<file path="src/rtl/dmp_pkg.sv">
package dmp_pkg;
  typedef enum logic [1:0] {
    ST_HUNT,
    ST_GRAB,
    ST_FULL
  } dmp_state_e;

  localparam int CK_BYTES = 2;
endpackage

</file>
<file path="src/rtl/dmp_rise.sv">
module dmp_rise (
  input  logic clk,
  input  logic rst,
  input  logic lvl,
  output logic rise
);
  logic lvl_q;

  always_ff @(posedge clk) begin
    if (rst) lvl_q <= 1'b0;
    else     lvl_q <= lvl;
  end

  assign rise = lvl & ~lvl_q;
endmodule

</file>
<file path="src/rtl/dmp_record.sv">
module dmp_record
  import dmp_pkg::*;
#(
  parameter int        N_DEF = 3,
  parameter int        AW    = 16,
  parameter logic [7:0] SYNC = 8'hFB
) (
  input  logic                clk,
  input  logic                rst,
  input  logic                idx_rise,
  input  logic                sm_rise,
  input  logic                byte_vld,
  input  logic [7:0]          byte_dat,
  output logic [N_DEF*AW-1:0] dfct_addr,
  output logic [N_DEF-1:0]    dfct_present,
  output logic                sum_ok
);
  localparam int AB      = AW / 8;
  localparam int ADDR_BY = N_DEF * AB;
  localparam int REC_LEN = ADDR_BY + CK_BYTES;
  localparam int CW      = $clog2(REC_LEN + 1);

  dmp_state_e     st;
  logic           window;
  logic [CW-1:0]  cnt;
  logic [15:0]    sum_acc;
  logic [7:0]     rec_mem [REC_LEN];
  logic [AW-1:0]  rec_word [N_DEF];
  logic [15:0]    ck_word;
  logic           take;
  logic           rec_good;

  assign take = byte_vld & window & ~sm_rise;

  // record storage, no reset so it can map to plain memory
  always_ff @(posedge clk) begin
    if (take && st == ST_GRAB) rec_mem[cnt] <= byte_dat;
  end

  always_comb begin
    for (int i = 0; i < N_DEF; i++) begin
      rec_word[i] = '0;
      for (int j = 0; j < AB; j++)
        rec_word[i] = {rec_word[i][AW-9:0], rec_mem[i*AB + j]};
    end
    ck_word  = {rec_mem[REC_LEN-2], rec_mem[REC_LEN-1]};
    rec_good = (st == ST_FULL) && (ck_word == sum_acc);
  end

  always_ff @(posedge clk) begin
    if (rst) begin
      window       <= 1'b0;
      st           <= ST_HUNT;
      cnt          <= '0;
      sum_acc      <= '0;
      dfct_addr    <= '0;
      dfct_present <= '0;
      sum_ok       <= 1'b0;
    end else begin
      if (idx_rise)     window <= 1'b1;
      else if (sm_rise) window <= 1'b0;

      if (idx_rise) begin
        st      <= ST_HUNT;
        cnt     <= '0;
        sum_acc <= '0;
      end else if (take) begin
        case (st)
          ST_HUNT: if (byte_dat == SYNC) st <= ST_GRAB;
          ST_GRAB: begin
            if (cnt < CW'(ADDR_BY)) sum_acc <= sum_acc + 16'(byte_dat);
            if (cnt == CW'(REC_LEN - 1)) st <= ST_FULL;
            cnt <= cnt + 1'b1;
          end
          default: ;
        endcase
      end

      if (sm_rise && window) begin
        sum_ok <= rec_good;
        for (int i = 0; i < N_DEF; i++) begin
          dfct_addr[i*AW +: AW] <= rec_good ? rec_word[i] : '0;
          dfct_present[i]       <= rec_good && (rec_word[i] != '0);
        end
      end
    end
  end
endmodule

</file>
<file path="src/rtl/dmp_match.sv">
module dmp_match #(
  parameter int N_DEF = 3,
  parameter int AW    = 16
) (
  input  logic                clk,
  input  logic                rst,
  input  logic                pos_vld,
  input  logic [AW-1:0]       pos,
  input  logic [N_DEF*AW-1:0] dfct_addr,
  input  logic [N_DEF-1:0]    dfct_present,
  input  logic                sum_ok,
  output logic                hit
);
  logic [N_DEF-1:0] eq;

  for (genvar g = 0; g < N_DEF; g++) begin : g_cmp
    assign eq[g] = dfct_present[g] && (dfct_addr[g*AW +: AW] == pos);
  end

  always_ff @(posedge clk) begin
    if (rst) hit <= 1'b0;
    else     hit <= pos_vld && sum_ok && (|eq);
  end
endmodule

</file>
<file path="src/rtl/defect_map_parser.sv">
module defect_map_parser #(
  parameter int         N_DEF = 3,
  parameter int         AW    = 16,
  parameter logic [7:0] SYNC  = 8'hFB
) (
  input  logic                clk,
  input  logic                rst,
  input  logic                byte_vld,
  input  logic [7:0]          byte_dat,
  input  logic                index_pulse,
  input  logic                sector_mark,
  input  logic                pos_vld,
  input  logic [AW-1:0]       pos,
  output logic [N_DEF*AW-1:0] dfct_addr,
  output logic [N_DEF-1:0]    dfct_present,
  output logic                sum_ok,
  output logic                hit
);
  logic idx_rise;
  logic sm_rise;

  dmp_rise u_idx (.clk(clk), .rst(rst), .lvl(index_pulse), .rise(idx_rise));
  dmp_rise u_sm  (.clk(clk), .rst(rst), .lvl(sector_mark), .rise(sm_rise));

  dmp_record #(.N_DEF(N_DEF), .AW(AW), .SYNC(SYNC)) u_rec (
    .clk(clk), .rst(rst), .idx_rise(idx_rise), .sm_rise(sm_rise),
    .byte_vld(byte_vld), .byte_dat(byte_dat),
    .dfct_addr(dfct_addr), .dfct_present(dfct_present), .sum_ok(sum_ok)
  );

  dmp_match #(.N_DEF(N_DEF), .AW(AW)) u_match (
    .clk(clk), .rst(rst), .pos_vld(pos_vld), .pos(pos),
    .dfct_addr(dfct_addr), .dfct_present(dfct_present), .sum_ok(sum_ok),
    .hit(hit)
  );
endmodule

</file>
<file path="config.mk">
export PLATFORM = sky130hd
export DESIGN_NAME = defect_map_parser
export DESIGN_NICKNAME = d
export VERILOG_FILES = /design/src/rtl/dmp_pkg.sv /design/src/rtl/dmp_rise.sv /design/src/rtl/dmp_record.sv /design/src/rtl/dmp_match.sv /design/src/rtl/defect_map_parser.sv
export SDC_FILE = /design/constraint.sdc
export NUM_CORES = 1
export LEC_CHECK = 0
export ABC_AREA = 0
export BUFFER_PORTS_ARGS = -buffer_cell sky130_fd_sc_hd__clkbuf_2
export CORE_AREA = 4 4 108 110
export CTS_CLUSTER_SIZE = 12
export DETAILED_ROUTE_END_ITERATION = 10
export DIE_AREA = 0 0 112 114
export PLACE_DENSITY = 0.83
export RECOVER_POWER = 50
export SYNTH_ARGS = -nofsm -noshare
export SYNTH_HDL_FRONTEND = slang
export SYNTH_SLANG_ARGS = --single-unit
</file>
<file path="constraint.sdc">
create_clock -name clk -period 5.4 [get_ports clk]
set_input_delay 1.08 -clock clk [delete_from_list [all_inputs] [get_ports clk]]
set_output_delay 1.08 -clock clk [all_outputs]
set_load 0.02 [all_outputs]
</file>
==> reports/qor.txt, run 1 <==
Rel. slew slack: 0.257
Routed Antenna Nets: 0
Mean routed wirelength per cell: 19.7 um
Setup-failing EPs final: 0
Worst-case clock buffer depth: 2
FFs w/ async S/R, synth: 0
Final Non-Filler Cells: 795
Total global-route track usage: 0.249
Outcome: complete, no violations
Post-DP HPWL: 11000 um
Antenna cells: 0
DRT iter0 DRCs: 306
Depth of the CTS H-tree: 4
Vias in the first global route: 4660
# Max-Cap Violations: 0
Global-route wire length before repair: 24500 um
Worst-Margin Slew: 1.11 ns
Required @ worst endpoint: 5.77 ns
Worst r2r src: u_sm.lvl_q
Mapped Area: 0.00627 mm2
WL final: 15700 um
Worst vdd ir: 0.212 mV
PortBufs: 82
IO Pins: 83
Via count: 4728
Mapped Nets: 604
Final Cycle Share: 0.537
DR vias/cell: 5.95
Hold path depth: 2
HP Start: u_rec.sum_acc[4]
Die area: 0.0128 mm2
# DRC: 0
Fraction of layout cells with a size suffix above 1: 0.115
Kind of critical path: in -> reg
Clk_skew: 0.00974 ns
Ys flop type: dfxtp_1
Post-Place Cells: 763
Worst reg2reg path endpoint: u_rec.rec_mem[0][7]
Endpoints failing hold: 0
Worst hold slack: 0.486 ns
Post-CTS Setup Inserts: 0
Die W: 112 um
Critical path peak fanout: 11
CTS tree: yes
FP Rows: 38
Power Total: 2.36 mW
Lkg Pwr: 2.47 nW
Post-CTS Hold Buffers: 0
Largest net degree at the start of global routing: 104
Clock sinks: 142
Crit path DAT: 3.26 ns
Synth-to-Final Area Change: 16.4%
GRT overflow: 0
Initial antenna violation count: 0
PwrDens: 324 mW/mm2
Top post-synthesis cells by area: edfxtp_1, dfxtp_1, o32ai_1, xnor2_1, nand2b_1
Min Tclk post-route: 2.90 ns
Commonest non-fill, non-tap cell in the layout: dfxtp_1
Leading area contributor after synthesis: edfxtp_1
Worst-path clk slew: 0.06 ns
Syn. warnings: 0
CP Launch Type: primary input
Die H: 114 um
Reg2reg path depth: 4
Unrepaired setup endpoints after global routing: false
#FFs+latches synth: 142
Fin. max-slew vios: 0
Post-CTS Resized: 0
Worst hold endpoint: u_rec.sum_acc[4]
Placer Congestion: 0.951
Worst Setup End Kind: register
Avg Inst Size Synth: 11.1 um2
Clock latency on the worst-skew pair: 0.52 ns
Most frequent cells in the layout: dfxtp_1, edfxtp_1, nand2b_1, inv_1, clkbuf_1
Hold Crit Class: reg -> reg
Layout Nets: 682
Total core area: 0.0107 mm2
Clock root buffer: clkbuf_8
Cells after Synth: 564
Sequential element share of the synthesized area: 0.556
Yosys top cell area share: 0.307
EDFF count, synth: 64
Setup_tns: 0 ns
Total CTS buffers: 17
Fmax: 345 MHz
Reg2reg setup slack: 2.91 ns
Drt pass-1 iters: 5
Initial core utilization: 0.586
Netlist cell types: 48
-- registers in the layout, indices dropped and copies added (netlist names) --
register            count
u_rec.sum_ok            1
u_rec.window            1
u_match.hit             1
u_rec.st                2
u_rec.dfct_present      3
u_rec.rec_mem          64
u_rec.cnt               4
u_rec.dfct_addr        48
u_idx.lvl_q             1
u_rec.sum_acc          16
u_sm.lvl_q              1
-- final cells by class --
type	count	area (um2)
sequential	142	3480
tap	140	175
timing repair buffer	85	375
inverter	47	176
fill	795	3400
clock buffer	20	478
clock inverter	12	120
multi-input combinational	349	2490
-- cells in the mapped netlist (all sizes together), types with 2 or more instances --
library cell / count
a21o: 2
buf: 7
or4: 6
xnor2: 44
o21ai: 13
o31ai: 4
a21oi: 20
edfxtp: 64
o211ai: 3
o21a: 2
a41o: 3
a211o: 2
ha: 9
nor3: 6
and3: 2
nor2: 11
nand2b: 54
dfxtp: 78
clkbuf: 19
nor4: 19
inv: 47
nand4: 20
nand3: 9
xor2: 25
nor2b: 4
nand2: 24
a211oi: 3
or3: 4
o32ai: 45
o21bai: 3
-- metal layers --
layer  global-route usage  part of all wire  vias to the layer above
li1                     -                 -                     2211
met5                    0                 0                        -
met1                0.302              0.41                     2235
met4                0.113             0.029                        0
met3               0.0684             0.080                       37
met2                0.416              0.48                      245
-- power by group --
part | total, mW | leakage (nW) | internal [mW] | switching [mW]
Clock | 1.15 | 0.294 | 0.688 | 0.457
Sequential | 1.12 | 1.20 | 1.12 | 0.000815
Combinational | 0.0936 | 0.971 | 0.0331 | 0.0605
Total | 2.36 | 2.47 | 1.84 | 0.518
-- critical path, stage by stage --
cell and delay (ns):
clkbuf_1 0.55, ha_1 0.37, a211oi_1 0.32, o21bai_1 0.18, a21boi_1 0.51, or4_1 0.20, a21oi_1 0.06
-- cells by family after synthesis --
| family | Yosys count | share of synthesized area |
|---|---|---|
| xor+xnor | 69 | 0.0964 |
| compound gates | 103 | 0.123 |
| simple gates | 167 | 0.158 |
| flops | 142 | 0.556 |
| fa+ha+maj | 10 | 0.0212 |
| buf+inv | 73 | 0.0463 |
-- metrics by stage --
stage / utilization / worst slack (ns) / area [um2]
floorplan: - / 2.58 / 6270
global placement: 0.632 / 2.32 / 6760
detailed placement: 0.632 / 2.20 / 6760
CTS: 0.688 / 2.71 / 7360
global route: 0.682 / 2.38 / 7300
finish: 0.682 / 2.50 / 7300
-- how the worst max path moves through the flow --
stage	start	endpoint	cells after the start	slack, ns
floorplan	byte_vld	u_rec.rec_mem[0][0]	5	2.58
global placement	byte_dat[0]	u_rec.sum_acc[14]	8	2.32
detailed placement	byte_dat[0]	u_rec.sum_acc[10]	8	2.20
CTS	byte_dat[0]	u_rec.sum_acc[14]	8	2.71
global route	byte_dat[1]	u_rec.sum_acc[15]	7	2.38
finish	byte_dat[1]	u_rec.sum_acc[15]	7	2.50
Note: power is estimated with default switching activity, not from simulation.
==> run 2, diff against run 1 <==
--- a/config.mk
+++ b/config.mk
@@ -5,13 +5,13 @@
 export SDC_FILE = /design/constraint.sdc
 export NUM_CORES = 1
 export LEC_CHECK = 0
-export ABC_AREA = 0
+export ABC_AREA = 1
 export BUFFER_PORTS_ARGS = -buffer_cell sky130_fd_sc_hd__clkbuf_2
-export CORE_AREA = 4 4 108 110
+export CORE_AREA = 4 4 113 115
 export CTS_CLUSTER_SIZE = 12
 export DETAILED_ROUTE_END_ITERATION = 10
-export DIE_AREA = 0 0 112 114
-export PLACE_DENSITY = 0.83
+export DIE_AREA = 0 0 117 119
+export PLACE_DENSITY = 0.81
 export RECOVER_POWER = 50
 export SYNTH_ARGS = -nofsm -noshare
 export SYNTH_HDL_FRONTEND = slang
==> constraint.sdc (replaced) <==
create_clock -name clk -period 2.7 [get_ports clk]
set_input_delay 0.54 -clock clk [delete_from_list [all_inputs] [get_ports clk]]
set_output_delay 0.54 -clock clk [all_outputs]
set_load 0.02 [all_outputs]
==> run 2 against run 1 <==
  * Global-route usage up 1.0 points
  * Combinational power is 87% higher
  * Synthesized area grew 7.0%
  * First-iteration DRC count is 83% higher
  * Wire length grew 11%
  * Cell count rose by 35%
  * Via count is 25% higher
  * Utilization shrank 1.9 points
  * Largest power group unchanged
  * Highest routed layer unchanged
==> reports/qor.txt, run 2 <==
Top post-synthesis cells by area: edfxtp_1, dfxtp_1, nand2_1, a21oi_1, nand4_1
Top-count cell post-synth: nand2_1
Drt pass-1 iters: 5 (unchanged)
Endpoints failing hold: 0 (unchanged)
Leading area contributor after synthesis: edfxtp_1
Avg Inst Size Synth: 8.13 um2 (-27%)
Unrepaired setup endpoints after global routing: false
Post-DP HPWL: 12700 um (+15%)
Post-CTS Resized: 0 (unchanged)
Power Total: 4.86 mW (+110%)
Ys flop type: dfxtp_1
Critical Path Source: u_sm.lvl_q
Die area: 0.0139 mm2 (+9.0%)
Placer Congestion: 0.973 (+2.4%)
Reg2reg path depth: 8 (+4)
Most frequent cells in the layout: nand2_1, nor2_1, a21oi_1, inv_1, dfxtp_1
Largest regs: u_rec.rec_mem (64), u_rec.dfct_addr (48), u_rec.sum_acc (16)
Die W: 117 um (+4.5%)
FP Rows: 40 (+5.3%)
GRT overflow: 0 (unchanged)
Sequential element share of the synthesized area: 0.519 (-0.0366)
# Max-Cap Violations: 0 (unchanged)
#FFs+latches synth: 142 (unchanged)
Synth top cells by count: nand2_1, nor2_1, a21oi_1, dfxtp_1, inv_1
Required @ worst endpoint: 2.82 ns (-2.95 ns)
Fmax: 505 MHz
Die H: 119 um (+4.4%)
Top reg by flops: u_rec.rec_mem
Rel. slew slack: 0.278 (+0.0207)
Crit path DAT: 2.11 ns (-1.15 ns)
Yosys top cell area share: 0.286 (-0.0202)
IO Pins: 83 (unchanged)
Largest net degree at the start of global routing: 57 (-45%)
Syn. warnings: 0 (unchanged)
Pre-CTS WS: 0.430 ns (-1.77 ns)
Worst-Margin Slew: 1.08 ns (-0.0226 ns)
Cells after Synth: 825 (+46%)
Synth-to-Final Area Change: 16.7%
Post-CTS Setup Inserts: 0 (unchanged)
Post-CTS Hold Buffers: 0 (unchanged)
Worst reg2reg path endpoint: u_rec.rec_mem[0][2]
FFs w/ async S/R, synth: 0 (unchanged)
Fin. max-slew vios: 0 (unchanged)
Total CTS buffers: 17 (unchanged)
Clock root buffer: clkbuf_16
Mean routed wirelength per cell: 16.2 um (-18%)
Final Non-Filler Cells: 1076 (+35%)
Total global-route track usage: 0.259 (+0.0100)
Hold Crit Class: in -> reg
Via count: 5887 (+25%)
Depth of the CTS H-tree: 4 (unchanged)
Total core area: 0.0118 mm2 (+10%)
Kind of critical path: reg -> reg
WL final: 17400 um (+11%)
Initial core utilization: 0.568 (-0.0179)
Global-route wire length before repair: 27900 um (+14%)
Worst-case clock buffer depth: 2 (unchanged)
Antenna cells: 0 (unchanged)
DR vias/cell: 5.47 (-8.0%)
Critical path peak fanout: 8 (-3)
CTS tree: yes
Outcome: complete, no violations
PortBufs: 82 (unchanged)
Netlist cell types: 32 (-33%)
# DRC: 0 (unchanged)
Clock latency on the worst-skew pair: 0.42 ns (-0.10 ns)
Worst-path clk slew: 0.06 ns (about the same)
PwrDens: 621 mW/mm2 (+92%)
Final worst slack: 0.720 ns (-1.78 ns)
CP endpoint: u_rec.rec_mem[0][2]
Worst vdd ir: 0.533 mV (+150%)
Mapped Area: 0.00671 mm2 (+7.0%)
Reg2reg setup slack: 0.72 ns (-2.19 ns)
Initial antenna violation count: 0 (unchanged)
Lkg Pwr: 2.96 nW (+20%)
Mapped Nets: 865 (+43%)
Final Cycle Share: 0.733
CP Launch Type: register
EDFF count, synth: 64 (unchanged)
Post-Place Cells: 1044 (+37%)
Routed Antenna Nets: 0 (unchanged)
Layout Nets: 956 (+40%)
Worst r2r src: u_sm.lvl_q
Setup_tns: 0 ns (unchanged)
DRT iter0 DRCs: 560 (+83%)
Commonest non-fill, non-tap cell in the layout: nand2_1
Fraction of layout cells with a size suffix above 1: 0.0904 (-0.0241)
Worst Setup End Kind: register
Setup-failing EPs final: 0 (unchanged)
Min Tclk post-route: 1.98 ns
Vias in the first global route: 5457 (+17%)
Clock sinks: 142 (unchanged)
Max reg flops: 64 (unchanged)
Clk_skew: 0.00928 ns (-0.000465 ns)
==> run 2: cell count changes after synthesis, sizes merged, moves of 33 or more <==
cell,before,now
nand2,24,241
nor2,11,95
a21oi,20,80
nand2b,54,0
o32ai,45,0
nand4,20,56
inv,47,82
xnor2,44,11
==> run 2: per-layer routing <==
metal  routed length (um)  share of wire  global-route usage
met1                 7440           0.43               0.331
met5                    0              0                   0
met3                 1180          0.068              0.0539
met4                  550          0.032              0.0989
met2                 8240           0.47               0.427
==> run 2: cell type report <==
| cell class | count | area [um2] |
|---|---|---|
| Clock buffer | 27 | 579 |
| Clock inverter | 5 | 60.1 |
| Fill cell | 1003 | 3980 |
| Inverter | 82 | 308 |
| Multi-Input combinational cell | 571 | 2750 |
| Sequential cell | 142 | 3480 |
| Tap cell | 147 | 184 |
| Timing Repair Buffer | 102 | 469 |
==> run 2: per-stage QoR <==
step / hold slack [ns] / utilization / cell area [um2]
final: 0.348 / 0.663 / 7830
after global routing: 0.360 / 0.663 / 7830
after CTS: 0.335 / 0.672 / 7940
after detailed placement: 0.470 / 0.618 / 7300
after global placement: 0.463 / 0.618 / 7300
after floorplan: 0.450 / - / 6710
==> run 2: worst max-delay path, stage by stage (launching register included) <==
cell and delay (ns):
dfxtp_1 0.30, inv_1 0.05, nand2_1 0.07, nand3_1 0.12
nor2_1 0.15, inv_1 0.10, or2_2 0.33, nor3_1 0.32
buf_4 0.25
==> run 2: logic make-up after synthesis <==
logic type | synth area share
fa+ha+maj | 0.0198
buf+inv | 0.0714
simple gates | 0.283
xor+xnor | 0.0274
compound gates | 0.0789
flops | 0.519
==> run 2: power by group <==
part           internal (mW)  total, mW  switching (mW)
registers               2.25       2.25         0.00125
logic                 0.0498      0.175           0.126
clock network           1.57       2.44           0.868
total                   3.87       4.86           0.994
==> run 2: how the worst min path moves through the flow <==
stage                            start           end  depth (start not counted)  slack (ns)
after floorplan           u_rec.cnt[3]  u_rec.cnt[3]                          2        0.45
after global placement    u_rec.cnt[3]  u_rec.cnt[3]                          2        0.46
after detailed placement  u_rec.cnt[3]  u_rec.cnt[3]                          2        0.47
after CTS                  index_pulse   u_idx.lvl_q                          3        0.34
after global routing       sector_mark    u_sm.lvl_q                          3        0.36
final                      index_pulse   u_idx.lvl_q                          3        0.35
==> run 3, diff against run 2 <==
--- a/config.mk
+++ b/config.mk
@@ -7,11 +7,11 @@
 export LEC_CHECK = 0
 export ABC_AREA = 1
 export BUFFER_PORTS_ARGS = -buffer_cell sky130_fd_sc_hd__clkbuf_2
-export CORE_AREA = 4 4 113 115
+export CORE_AREA = 4 4 119 121
 export CTS_CLUSTER_SIZE = 12
 export DETAILED_ROUTE_END_ITERATION = 10
-export DIE_AREA = 0 0 117 119
-export PLACE_DENSITY = 0.81
+export DIE_AREA = 0 0 123 125
+export PLACE_DENSITY = 0.76
 export RECOVER_POWER = 50
 export SYNTH_ARGS = -nofsm -noshare
 export SYNTH_HDL_FRONTEND = slang
==> constraint.sdc (replaced) <==
create_clock -name clk -period 1.8 [get_ports clk]
set_input_delay 0.36 -clock clk [delete_from_list [all_inputs] [get_ports clk]]
set_output_delay 0.36 -clock clk [all_outputs]
set_load 0.02 [all_outputs]
==> run 3 against run 2 <==
  * Sequential power is 50% higher
  * Register-to-register slack worse by 0.56 ns
  * Via count is 0.61% higher
  * Total power is 54% higher
  * Critical path depth is 2 higher
  * Global-route usage is 2.6 points lower
  * Utilization is 4.7 points lower
  * Hold slack worse by 0.19 ns
  * Combinational power is 54% higher
  * Sequential share of layout area is 1.2 points lower
==> reports/qor.txt, run 3 (synthesis results as in run 2) <==
Post-CTS Setup Inserts: 0 (unchanged)
Synth-to-Final Area Change: 20.1%
Via count: 5923 (+0.61%)
Worst-case clock buffer depth: 2 (unchanged)
Layout Nets: 969 (+1.4%)
Post-DP HPWL: 12700 um (about the same)
Required @ worst endpoint: 2.11 ns (-0.71 ns)
IO Pins: 83 (unchanged)
Crit-path max cell delay: 0.36 ns (+0.03 ns)
GRT overflow: 0 (unchanged)
Worst-path clk slew: 0.06 ns (about the same)
Hold Crit Class: in -> reg
DR vias/cell: 5.30 (-3.2%)
Clock root buffer: clkbuf_16
Vias in the first global route: 5439 (-0.33%)
Fin. max-slew vios: 0 (unchanged)
Crit-path slowest cell: fa_2
Family with the most delay on the worst path: adder cells
Rel. slew slack: 0.263 (-0.0148)
Global-route wire length before repair: 27600 um (-1.0%)
Kind of critical path: reg -> reg
# DRC: 0 (unchanged)
Worst vdd ir: 0.520 mV (-2.5%)
Die W: 123 um (+5.1%)
Clock sinks: 142 (unchanged)
CTS tree: yes
Clock latency on the worst-skew pair: 0.42 ns (about the same)
PortBufs: 82 (unchanged)
Placer Congestion: 0.947 (-2.7%)
CP Launch Type: register
Drt pass-1 iters: 5 (unchanged)
Worst Path Buf+Inv: 0 (-3)
Worst Setup End Kind: register
WL final: 17500 um (+0.61%)
Worst reg2reg path endpoint: u_rec.sum_acc[14]
Mean routed wirelength per cell: 15.7 um (-3.2%)
Antenna cells: 0 (unchanged)
Die H: 125 um (+5.0%)
Final worst slack: 0.160 ns (-0.560 ns)
Fmax: 610 MHz (+21%)
DRT iter0 DRCs: 380 (-32%)
Max reg flops: 64 (unchanged)
Min Tclk post-route: 1.64 ns (-0.340 ns)
Post-CTS Hold Buffers: 0 (unchanged)
# Max-Cap Violations: 0 (unchanged)
CP dominant cell by count: nand2_2
Crit path DAT: 1.95 ns (-0.16 ns)
Hold path depth: 3 (unchanged)
Total core area: 0.0131 mm2 (+11%)
Worst-Margin Slew: 1.10 ns (+0.0221 ns)
Critical path cell sequence: ha_2 > fa_2 > nand3_1 > nand2_2 > nand2_2 > nand2_1 > nand2_1 > nand2_2 > a21oi_1 > nor2_1
Commonest non-fill, non-tap cell in the layout: nand2_1
Initial core utilization: 0.513 (-0.0553)
Depth of the CTS H-tree: 4 (unchanged)
Clk_skew: 0.00608 ns (-0.00320 ns)
Largest net degree at the start of global routing: 57 (unchanged)
Most frequent cells in the layout: nand2_1, nor2_1, inv_1, a21oi_1, dfxtp_1
Final Cycle Share: 0.911 (+0.178)
Setup-failing EPs final: 0 (unchanged)
Fin util: 0.616 (-0.0470)
Endpoints failing hold: 0 (unchanged)
Die area: 0.0154 mm2 (+10%)
Reg2reg path depth: 10 (+2)
Worst r2r src: u_rec.sum_acc[0]
Initial antenna violation count: 0 (unchanged)
Lkg Pwr: 3.01 nW (+1.7%)
Routed Antenna Nets: 0 (unchanged)
HP Start: index_pulse
FP Rows: 42 (+5.0%)
Reg2reg setup slack: 0.16 ns (-0.56 ns)
Outcome: complete, no violations
Fraction of layout cells with a size suffix above 1: 0.0998 (+0.00937)
Total CTS buffers: 17 (unchanged)
Top reg by flops: u_rec.rec_mem
Pre-CTS WS: -0.135 ns (-0.565 ns)
Total global-route track usage: 0.232 (-0.0263)
Worst hold endpoint: u_idx.lvl_q
Largest regs: u_rec.rec_mem (64), u_rec.dfct_addr (48), u_rec.sum_acc (16)
PwrDens: 929 mW/mm2 (+50%)
Unrepaired setup endpoints after global routing: false
Critical path peak fanout: 4 (-4)
[run 3: cell types whose count changed in the layout (fill, tap and decap cells not counted), sizes merged]
cell | before | now
clkbuf | 119 | 110
bufinv | 1 | 6
clkinv | 0 | 7
inv | 84 | 82
buf | 10 | 22
[run 3: worst max path at each step]
stage	slack (ns)	cells past startpoint	start	to
2_1_floorplan	-0.23	6	sector_mark	u_rec.rec_mem[0][0]
3_3_place_gp	-0.08	11	byte_dat[0]	u_rec.sum_acc[10]
3_5_place_dp	-0.14	11	byte_dat[0]	u_rec.sum_acc[14]
4_1_cts	0.03	10	u_rec.sum_acc[0]	u_rec.sum_acc[14]
5_1_grt	0.01	8	u_sm.lvl_q	u_rec.rec_mem[3][2]
6_report	0.16	10	u_rec.sum_acc[0]	u_rec.sum_acc[14]
[run 3: layout make-up]
cell class                 count  area [um2]
inverter                      82         308
clock inverter                15         224
sequential                   142        3480
fill                        1161        5020
timing repair buffer         115         602
clock buffer                  17         425
multi-input combinational    571        2800
tap                          176         220
[run 3: power by group]
group	leakage, nW	switching, mW	internal (mW)
sequential	1.20	0.00222	3.37
combinational	1.49	0.191	0.0787
clock	0.310	1.28	2.56
[run 3: through the flow]
step	hold WS (ns)	setup TNS, ns	power [mW]	cells	instance area (um2)
after floorplan	0.450	-3.64	3.57	825	6710
after global placement	0.460	-0.154	3.72	1086	7490
after detailed placement	0.469	-0.369	3.72	1086	7490
after CTS	0.150	0	7.54	1118	8140
after global routing	0.174	0	7.73	1118	8060
final	0.160	0	7.49	1118	8060
[run 3: per-layer routing]
metal | routed length, um | part of all wire | GRT usage
met1 | 7440 | 0.42 | 0.292
met2 | 7960 | 0.45 | 0.373
met3 | 1200 | 0.069 | 0.0465
met4 | 916 | 0.052 | 0.129
met5 | 0 | 0 | 0
[run 3: what timing repair did]
item | CTS | global route
endpoints found under the hold margin | 0 | 0
endpoints found under the setup margin | 0 | 47
gates resized for setup | 0 | 16
[run 3: tightest hold or removal path, cell delays in order]
cell and delay (ns):
clkbuf_2 0.10, inv_1 0.05, nor2_1 0.03
